`src/rtl/snp_pkg.sv`:
```
// Shared types for the snoop inquire updater.
// Assumes a 2-bit coherence code; the next-state rule depends only on invalidate.
package snp_pkg;

    typedef enum logic [1:0] {
        LS_I = 2'b00,
        LS_S = 2'b01,
        LS_E = 2'b10,
        LS_M = 2'b11
    } line_st_e;

    typedef enum logic [2:0] {
        C_IDLE,
        C_EVAL,
        C_WBREQ,
        C_WBWAIT,
        C_COMMIT
    } ctrl_st_e;

    // State a hit line takes once the inquire completes.
    function automatic line_st_e snoop_next(input logic inv);
        return inv ? LS_I : LS_S;
    endfunction

endpackage

```
`src/rtl/snp_tag_array.sv`:
```
// Direct-mapped tag and state store, one entry per index.
// Assumes at most one update and one fill per cycle; an update wins over a fill.
module snp_tag_array
    import snp_pkg::*;
#(
    parameter int TAG_W = 10,
    parameter int IDX_W = 3
) (
    input  logic             clk,
    input  logic             rst_n,
    input  logic [IDX_W-1:0] rd_idx,
    output logic [TAG_W-1:0] rd_tag,
    output line_st_e         rd_st,
    input  logic             fill_we,
    input  logic [IDX_W-1:0] fill_idx,
    input  logic [TAG_W-1:0] fill_tag,
    input  line_st_e         fill_st,
    input  logic             upd_we,
    input  logic [IDX_W-1:0] upd_idx,
    input  line_st_e         upd_st
);
    localparam int DEPTH = 1 << IDX_W;

    logic [TAG_W-1:0] tag_q [DEPTH];
    line_st_e         st_q  [DEPTH];

    for (genvar g = 0; g < DEPTH; g++) begin : g_line
        // Per-line storage: reset to Invalid, state update before fill.
        always_ff @(posedge clk) begin
            if (!rst_n) begin
                tag_q[g] <= '0;
                st_q[g]  <= LS_I;
            end else if (upd_we && upd_idx == IDX_W'(g)) begin
                st_q[g]  <= upd_st;
            end else if (fill_we && fill_idx == IDX_W'(g)) begin
                tag_q[g] <= fill_tag;
                st_q[g]  <= fill_st;
            end
        end
    end

    assign rd_tag = tag_q[rd_idx];
    assign rd_st  = st_q[rd_idx];

endmodule

```
`src/rtl/snp_lookup.sv`:
```
// Tag compare for one looked-up entry.
// Assumes an entry in Invalid never hits, even with a matching tag.
module snp_lookup
    import snp_pkg::*;
#(
    parameter int TAG_W = 10
) (
    input  logic [TAG_W-1:0] want_tag,
    input  logic [TAG_W-1:0] entry_tag,
    input  line_st_e         entry_st,
    output logic             look_hit,
    output logic             look_m
);
    // Hit needs a tag match on a live entry; dirty flag follows.
    always_comb begin
        look_hit = (want_tag == entry_tag) && (entry_st != LS_I);
        look_m   = look_hit && (entry_st == LS_M);
    end

endmodule

```
`src/rtl/snp_ctrl.sv`:
```
// Inquire sequencer: captures a snoop, reports hit status, runs the writeback
// handshake for dirty lines and issues the single state update.
// Assumes lookup results are valid in the strobe cycle.
module snp_ctrl
    import snp_pkg::*;
#(
    parameter int TAG_W = 10,
    parameter int IDX_W = 3
) (
    input  logic                   clk,
    input  logic                   rst_n,
    input  logic                   strobe,
    input  logic [TAG_W+IDX_W-1:0] line_in,
    input  logic                   inv_in,
    input  logic                   look_hit,
    input  logic                   look_m,
    input  line_st_e               look_st,
    input  logic                   wb_ready,
    input  logic                   wb_done,
    output logic                   hit,
    output logic                   hit_modified,
    output line_st_e               found_state,
    output logic                   busy,
    output logic                   inq_done,
    output logic                   wb_valid,
    output logic [TAG_W+IDX_W-1:0] wb_line,
    output logic                   upd_we,
    output logic [IDX_W-1:0]       upd_idx,
    output line_st_e               upd_st
);
    localparam int LINE_W = TAG_W + IDX_W;

    ctrl_st_e          st_q, st_d;
    logic [LINE_W-1:0] line_q;
    logic              inv_q;
    logic              hit_q;
    logic              hitm_q;
    line_st_e          fst_q;
    logic              accept;
    logic              finish;

    assign accept = (st_q == C_IDLE) && strobe;
    assign finish = ((st_q == C_EVAL) && !hitm_q) || (st_q == C_COMMIT);

    // Next sequencer state.
    always_comb begin
        st_d = st_q;
        case (st_q)
            C_IDLE:   if (strobe)   st_d = C_EVAL;
            C_EVAL:   st_d = hitm_q ? C_WBREQ : C_IDLE;
            C_WBREQ:  if (wb_ready) st_d = C_WBWAIT;
            C_WBWAIT: if (wb_done)  st_d = C_COMMIT;
            C_COMMIT: st_d = C_IDLE;
            default:  st_d = C_IDLE;
        endcase
    end

    // Sequencer state and captured snoop context.
    always_ff @(posedge clk) begin
        if (!rst_n) begin
            st_q   <= C_IDLE;
            line_q <= '0;
            inv_q  <= 1'b0;
            hit_q  <= 1'b0;
            hitm_q <= 1'b0;
            fst_q  <= LS_I;
        end else begin
            st_q <= st_d;
            if (accept) begin
                line_q <= line_in;
                inv_q  <= inv_in;
                hit_q  <= look_hit;
                hitm_q <= look_m;
                fst_q  <= look_hit ? look_st : LS_I;
            end else if (finish) begin
                hit_q  <= 1'b0;
                hitm_q <= 1'b0;
                fst_q  <= LS_I;
            end
        end
    end

    // Output decode and the single state update of an inquire.
    always_comb begin
        hit          = hit_q;
        hit_modified = hitm_q;
        found_state  = fst_q;
        busy         = (st_q != C_IDLE);
        inq_done     = finish;
        wb_valid     = (st_q == C_WBREQ);
        wb_line      = line_q;
        upd_we       = finish && hit_q;
        upd_idx      = line_q[IDX_W-1:0];
        upd_st       = snoop_next(inv_q);
    end

endmodule

```
`src/rtl/snoop_inquire_updater.sv`:
```
// Top: snoop inquire handling over a direct-mapped coherence state store.
// Assumes a line address of {tag, index}; fills are honoured only when idle
// with no strobe present.
module snoop_inquire_updater
    import snp_pkg::*;
#(
    parameter int TAG_W = 10,
    parameter int IDX_W = 3
) (
    input  logic                   clk,
    input  logic                   rst_n,
    input  logic                   snoop_strobe,
    input  logic [TAG_W+IDX_W-1:0] snoop_line,
    input  logic                   snoop_inv,
    input  logic                   fill_en,
    input  logic [TAG_W+IDX_W-1:0] fill_line,
    input  logic [1:0]             fill_state,
    input  logic                   wb_ready,
    input  logic                   wb_done,
    output logic                   hit,
    output logic                   hit_modified,
    output logic [1:0]             found_state,
    output logic                   busy,
    output logic                   inq_done,
    output logic                   wb_valid,
    output logic [TAG_W+IDX_W-1:0] wb_line
);
    logic [TAG_W-1:0] rd_tag;
    line_st_e         rd_st;
    logic             look_hit;
    logic             look_m;
    logic             fill_ok;
    logic             upd_we;
    logic [IDX_W-1:0] upd_idx;
    line_st_e         upd_st;
    line_st_e         fstate;

    assign fill_ok     = fill_en && !busy && !snoop_strobe;
    assign found_state = fstate;

    snp_tag_array #(.TAG_W(TAG_W), .IDX_W(IDX_W)) u_array (
        .clk      (clk),
        .rst_n    (rst_n),
        .rd_idx   (snoop_line[IDX_W-1:0]),
        .rd_tag   (rd_tag),
        .rd_st    (rd_st),
        .fill_we  (fill_ok),
        .fill_idx (fill_line[IDX_W-1:0]),
        .fill_tag (fill_line[TAG_W+IDX_W-1:IDX_W]),
        .fill_st  (line_st_e'(fill_state)),
        .upd_we   (upd_we),
        .upd_idx  (upd_idx),
        .upd_st   (upd_st)
    );

    snp_lookup #(.TAG_W(TAG_W)) u_lookup (
        .want_tag  (snoop_line[TAG_W+IDX_W-1:IDX_W]),
        .entry_tag (rd_tag),
        .entry_st  (rd_st),
        .look_hit  (look_hit),
        .look_m    (look_m)
    );

    snp_ctrl #(.TAG_W(TAG_W), .IDX_W(IDX_W)) u_ctrl (
        .clk          (clk),
        .rst_n        (rst_n),
        .strobe       (snoop_strobe),
        .line_in      (snoop_line),
        .inv_in       (snoop_inv),
        .look_hit     (look_hit),
        .look_m       (look_m),
        .look_st      (rd_st),
        .wb_ready     (wb_ready),
        .wb_done      (wb_done),
        .hit          (hit),
        .hit_modified (hit_modified),
        .found_state  (fstate),
        .busy         (busy),
        .inq_done     (inq_done),
        .wb_valid     (wb_valid),
        .wb_line      (wb_line),
        .upd_we       (upd_we),
        .upd_idx      (upd_idx),
        .upd_st       (upd_st)
    );

endmodule

```
`config.mk`:
```
export PLATFORM = sky130hd
export DESIGN_NAME = snoop_inquire_updater
export DESIGN_NICKNAME = d
export VERILOG_FILES = /design/src/rtl/snp_pkg.sv /design/src/rtl/snp_tag_array.sv /design/src/rtl/snp_lookup.sv /design/src/rtl/snp_ctrl.sv /design/src/rtl/snoop_inquire_updater.sv
export SDC_FILE = /design/constraint.sdc
export NUM_CORES = 1
export LEC_CHECK = 0
export BUFFER_PORTS_ARGS = -buffer_cell sky130_fd_sc_hd__buf_2
export CAP_MARGIN = 10
export CORE_UTILIZATION = 54
export DETAILED_ROUTE_END_ITERATION = 8
export PLACE_DENSITY = 0.74
export SETUP_SLACK_MARGIN = 0.05
export SYNTH_ARGS = -nofsm -noshare
export SYNTH_HDL_FRONTEND = slang
export SYNTH_SLANG_ARGS = --single-unit
export TNS_END_PERCENT = 10
```
`constraint.sdc`:
```
create_clock -name clk -period 4.1 [get_ports clk]
set_input_delay 0.615 -clock clk [delete_from_list [all_inputs] [get_ports clk]]
set_output_delay 0.615 -clock clk [all_outputs]
set_load 0.01 [all_outputs]
```
== Word level (Yosys, flattened, before mapping) ==
Memory sizes are Yosys's and may differ from the RTL's.
Cells that the tools add are included.

* Flip-flop bits (word level): 21
* Logic and storage cells: 182
* RAM bits: 96
* Output and inout bits: 20
* Input bits: 35
* Memories: 2

* Equality and inequality tests: 23
* Bitwise logic cells: 24
* Muxes and demuxes: 93
* Reduce and logical (&&, ||, !) cells: 34

{| class="wikitable"
|+ Memories
! memory !! words !! width !! rd ports !! clocked after Yosys merged registers in !! write ports !! RTL line !! source
|-
| u_array.tag_q || 8 || 10 || 1 || 0 || 8 || snp_tag_array.sv:24 || <nowiki>logic [TAG_W-1:0] tag_q [DEPTH];</nowiki>
|-
| u_array.st_q || 8 || 2 || 1 || 0 || 8 || snp_tag_array.sv:25 || <nowiki>line_st_e st_q [DEPTH];</nowiki>
|}

{| class="wikitable"
|+ Operators with widths
! cell !! count
|-
| 2-to-1 mux 10 bit || 8
|-
| 2-to-1 mux 1 bit || 61
|-
| 2-to-1 mux 2 bit || 20
|-
| == test 3 bit, second input constant || 9
|-
| OR 1 bit || 24
|-
| logical AND 1 bit || 23
|-
| == test 3 x 2 -> 1 bit, second input constant || 6
|-
| one-hot mux 3 bit (4 select lines) || 1
|-
| == test 10 bit || 1
|-
| == test 3 x 1 -> 1 bit, second input constant || 3
|-
| zero test 3 bit || 3
|-
| 2-to-1 mux 3 bit || 3
|-
| != test 2 bit, second input constant || 3
|-
| nonzero test 2 bit || 2
|-
| zero test 1 bit || 3
|-
| AND reduction 3 bit || 1
|-
| nonzero test 3 bit || 1
|-
| == test 2 bit, second input constant || 1
|-
| logical OR 1 bit || 1
|}

== Depth between registers and ports, before layout ==
* Word-level depth: 10
* Gate-level depth with buffers: 9
* Mapped depth without buffers: 7

== Cells and area by module ==
Synthesis repeated with hierarchy kept, for this count alone.

* Cell total of the unflattened synthesis: 430
* Area, all modules: 5520.3 µm²

{| class="wikitable"
|+ Modules (own cells, without submodules)
! module !! seq. area each (µm²) !! area an instance (µm²) !! times used !! cells each
|-
| snp_tag_array || 2882.8 || 4445.5 || 1 || 305
|-
| snp_ctrl || 420.4 || 933.4 || 1 || 108
|-
| snp_lookup || 0.0 || 128.9 || 1 || 16
|-
| snoop_inquire_updater || 0.0 || 12.5 || 1 || 1
|}

== Least setup slack after synthesis ==
No wires, ideal clock.

* Path kind: reg-to-reg
* From: reg u_ctrl.st_q[0]
* To: mem u_array.st_q[0][0] (netlist bit), enable pin
* Period minus slack after synthesis: 2667 ps
* Cell stages (with the launch flop): 7
* Buffers on the path: 1
* Required time: 3798 ps
* Slack: 1433 ps
* Data arrival time: 2364 ps
* Setup time: 302 ps
* Path through: dfxtp_1 > buf_6 > nor3_4 > inv_2 > or4b_4 > o31ai_1 > a41o_1

{| class="wikitable"
|+ RTL lines
! item !! RTL line !! source
|-
| start, declared || snp_ctrl.sv:33 || <nowiki>ctrl_st_e st_q, st_d;</nowiki>
|-
| start signal, assigned || snp_ctrl.sv:68 || <nowiki>st_q <= st_d;</nowiki>
|-
| end, declared || snp_tag_array.sv:25 ||
|}

==> impl_metrics.ini <==
[worst_setup_path]
crit_fanout = 12
crit_path_end_kind = flip-flop
path_delay_family = simple AND/OR/NAND/NOR gates
cp.arrival_ps = 2940
crit_chain = nor3_4 > nand4b_1 > inv_1 > nand2_1 > nor2_1 > and2_1
cp_data_required_time_ps = 4480
r2r_cells = 6
max_stage_delay_ps = 920
start_kind = flip-flop
timing.critical_path.buf_inv = 1
cp_num_cells = 6
crit_slowest_cell = nor2_1
crit_type = flip-flop to flip-flop

[detailed_routing]
drt-total-wl_mm = 14.1
dr_total_vias = 3746
drt-initial-drc-count = 238
avgViaCountPerCell = 5.86
drtAntennaViolNets = 0
drt_pass1_iterations = 5
drc = 0
wl_per_cell_um = 22.1

[clocking]
cts.sinks = 117
cts_buffers = 17
clock-root-buffer = clkbuf_8
clockBufferDepth = 2
clk_pin_slew_worst_paths_ps = 60
cts_resized = 0
cts_setup_buffers = 0
cts_hold_buf = 0
cts_tree = built
clk_latency_ps = 520
htreeDepth = 4

[synthesis]
netlist_instances = 434
async_flop_share_pct = 0
syn_area_um2 = 5710
synth_edf_count = 96
synth_flop_cell = edfxtp_1
avgSynthCellArea_um2 = 13.2
yosysUniqueCellTypes = 58
ys_ff_latch = 117
ys_seq_area_share_pct = 57.8
synth_nets = 469
yosysWarnings = 0

[layout]
multi_input_comb_area_um2 = 2210
synthToLayoutAreaGrowth_pct = 15.5
fin_nets = 525
final_util_pct = 64.2
final_common_cell = edfxtp_1
final_cells = 639
n_fill_cell = 809
layout-drive-gt1-share_pct = 25.8
diodes = 0
layout_common_cells = edfxtp_1, and2_1, buf_2
regArea_um2 = 3300

[placement]
place.gp.congestion = 0.853
io_buffers = 54
placed_cells = 607
post-dp-hpwl_mm = 9.06
pre_cts_slack_ps = 1170

[sta]
worst_slew_pin_slew_ps = 1200
max_freq_ghz = 0.391
period_needed_ps = 2560
finalCritPeriodShare_pct = 62.3
drv_slew = 0
fin_setup_tns_ps = 0
hold_violations = 0
max-slew-margin-rel_pct = 19.8
clock_skew_ps = 9.13
setup_violations = 0
rsz0062_at_grt = false
worst_slack_ps = 1540

[global_routing]
grtUsageTotal_pct = 27.6
grt_first_pass_wirelength_mm = 21.9
antenna_found_initial = 0
grt_pass1_vias = 3812
overflow = 0
grt_max_degree = 30

[min_path]
worstHoldPathCells = 3
hp-class = primary input to flip-flop

[floorplanning]
die_w_um = 105
rows = 37
dieArea_um2 = 11000
io_pins = 55
die_h_um = 105
initial_core_util_pct = 55.6
fp.coreArea_um2 = 10300

[outcome]
status = complete, no violations

[power_and_ir_drop]
power.density_nw_per_um2 = 455
ir_drop_mv = 0.290
leakage_nw = 2.65

[flow_run]
cap_violations = 0
worst reg2reg max path: stages (launching register included):
cell,delay (ps)
dfxtp_1,390
nor3_4,330
nand4b_1,300
inv_1,120
nand2_1,100
nor2_1,920
and2_1,260
final timing paths:
path	slack, ps	to	start
worst max-delay path	1540	u_array.tag_q[7][9]	u_ctrl.st_q[0]
worst min-delay path	340	u_ctrl.inv_q	snoop_inv
worst max register to register	1540	u_array.tag_q[7][9]	u_ctrl.st_q[0]
worst min register to register	460	u_ctrl.wb_line[3]	u_ctrl.wb_line[3]
Yosys cell counts (all sizes together) (2+ instances only):
cell	instances	share of area, %
nor2	13	1.3
nand2	43	3.0
nand2b	7	0.90
nor3	3	0.66
mux4	13	5.3
o21ai	8	0.70
nor2b	4	0.57
dfxtp	21	7.4
and3	11	1.2
a221oi	4	0.61
edfxtp	96	50
inv	5	0.33
mux2i	27	4.7
buf	12	2.0
o21bai	6	0.79
xnor2	5	0.90
nand3	5	0.44
o31ai	5	0.74
a22o	5	0.77
o22ai	3	0.33
a21boi	14	1.8
nand4	4	0.66
xor2	4	0.61
and2	80	8.8
a32o	2	0.35
clkbuf	14	1.3
mux2	6	1.2
cells by family (layout without fill, tap and decap cells):
logic type / count (synthesis) / in the layout / share of synthesized area, %
and+or+nand+nor: 178 / 178 / 18.6
DFF: 117 / 117 / 57.8
muxes: 46 / 46 / 11.2
AOI/OAI and AO/OA: 53 / 53 / 7.18
xor gates and xnor gates: 9 / 9 / 1.51
buffers and inverters: 31 / 100 / 3.66
layer usage:
metal  track usage [%]  wire, um  up-vias
met4              11.5       391        0
met2              47.5      7200      171
met3              5.24       939       31
met5                 0         0        -
met1              34.1      5570     1836
li1                  -         -     1708
stage by stage:
step / total power (W) / instance area (um^2) / hold slack (ps)
final: 0.00301 / 6600 / 345
after global routing: 0.00309 / 6600 / 353
after CTS: 0.00301 / 6600 / 339
after detailed placement: 0.00162 / 6040 / 457
after global placement: 0.00162 / 6040 / 437
after floorplan: 0.00153 / 5710 / 448
cell type report:
class	count	area share, %
clock buffers	22	6.86
clock inverters	10	1.61
inverters	5	0.284
multi-input cells	286	33.5
flip-flops and latches	117	50.0
well taps	136	2.58
repair buffers	63	5.12
report_power, final:
group          total (W)  internal [W]  switching [W]
registers        0.00135       0.00133      0.0000213
clock network    0.00140      0.000890       0.000514
logic           0.000248     0.0000958       0.000152
sequential cells by signal, summed over array words and instances, names as in the netlist:
| signal | cells |
|---|---|
| u_array.tag_q | 80 |
| u_array.st_q | 16 |
| u_ctrl.wb_line | 13 |
| u_ctrl.st_q | 3 |
| u_ctrl.found_state | 2 |
| u_ctrl.hit | 1 |
| u_ctrl.hit_modified | 1 |
| u_ctrl.inv_q | 1 |
Power figures use the tool's default switching activity.
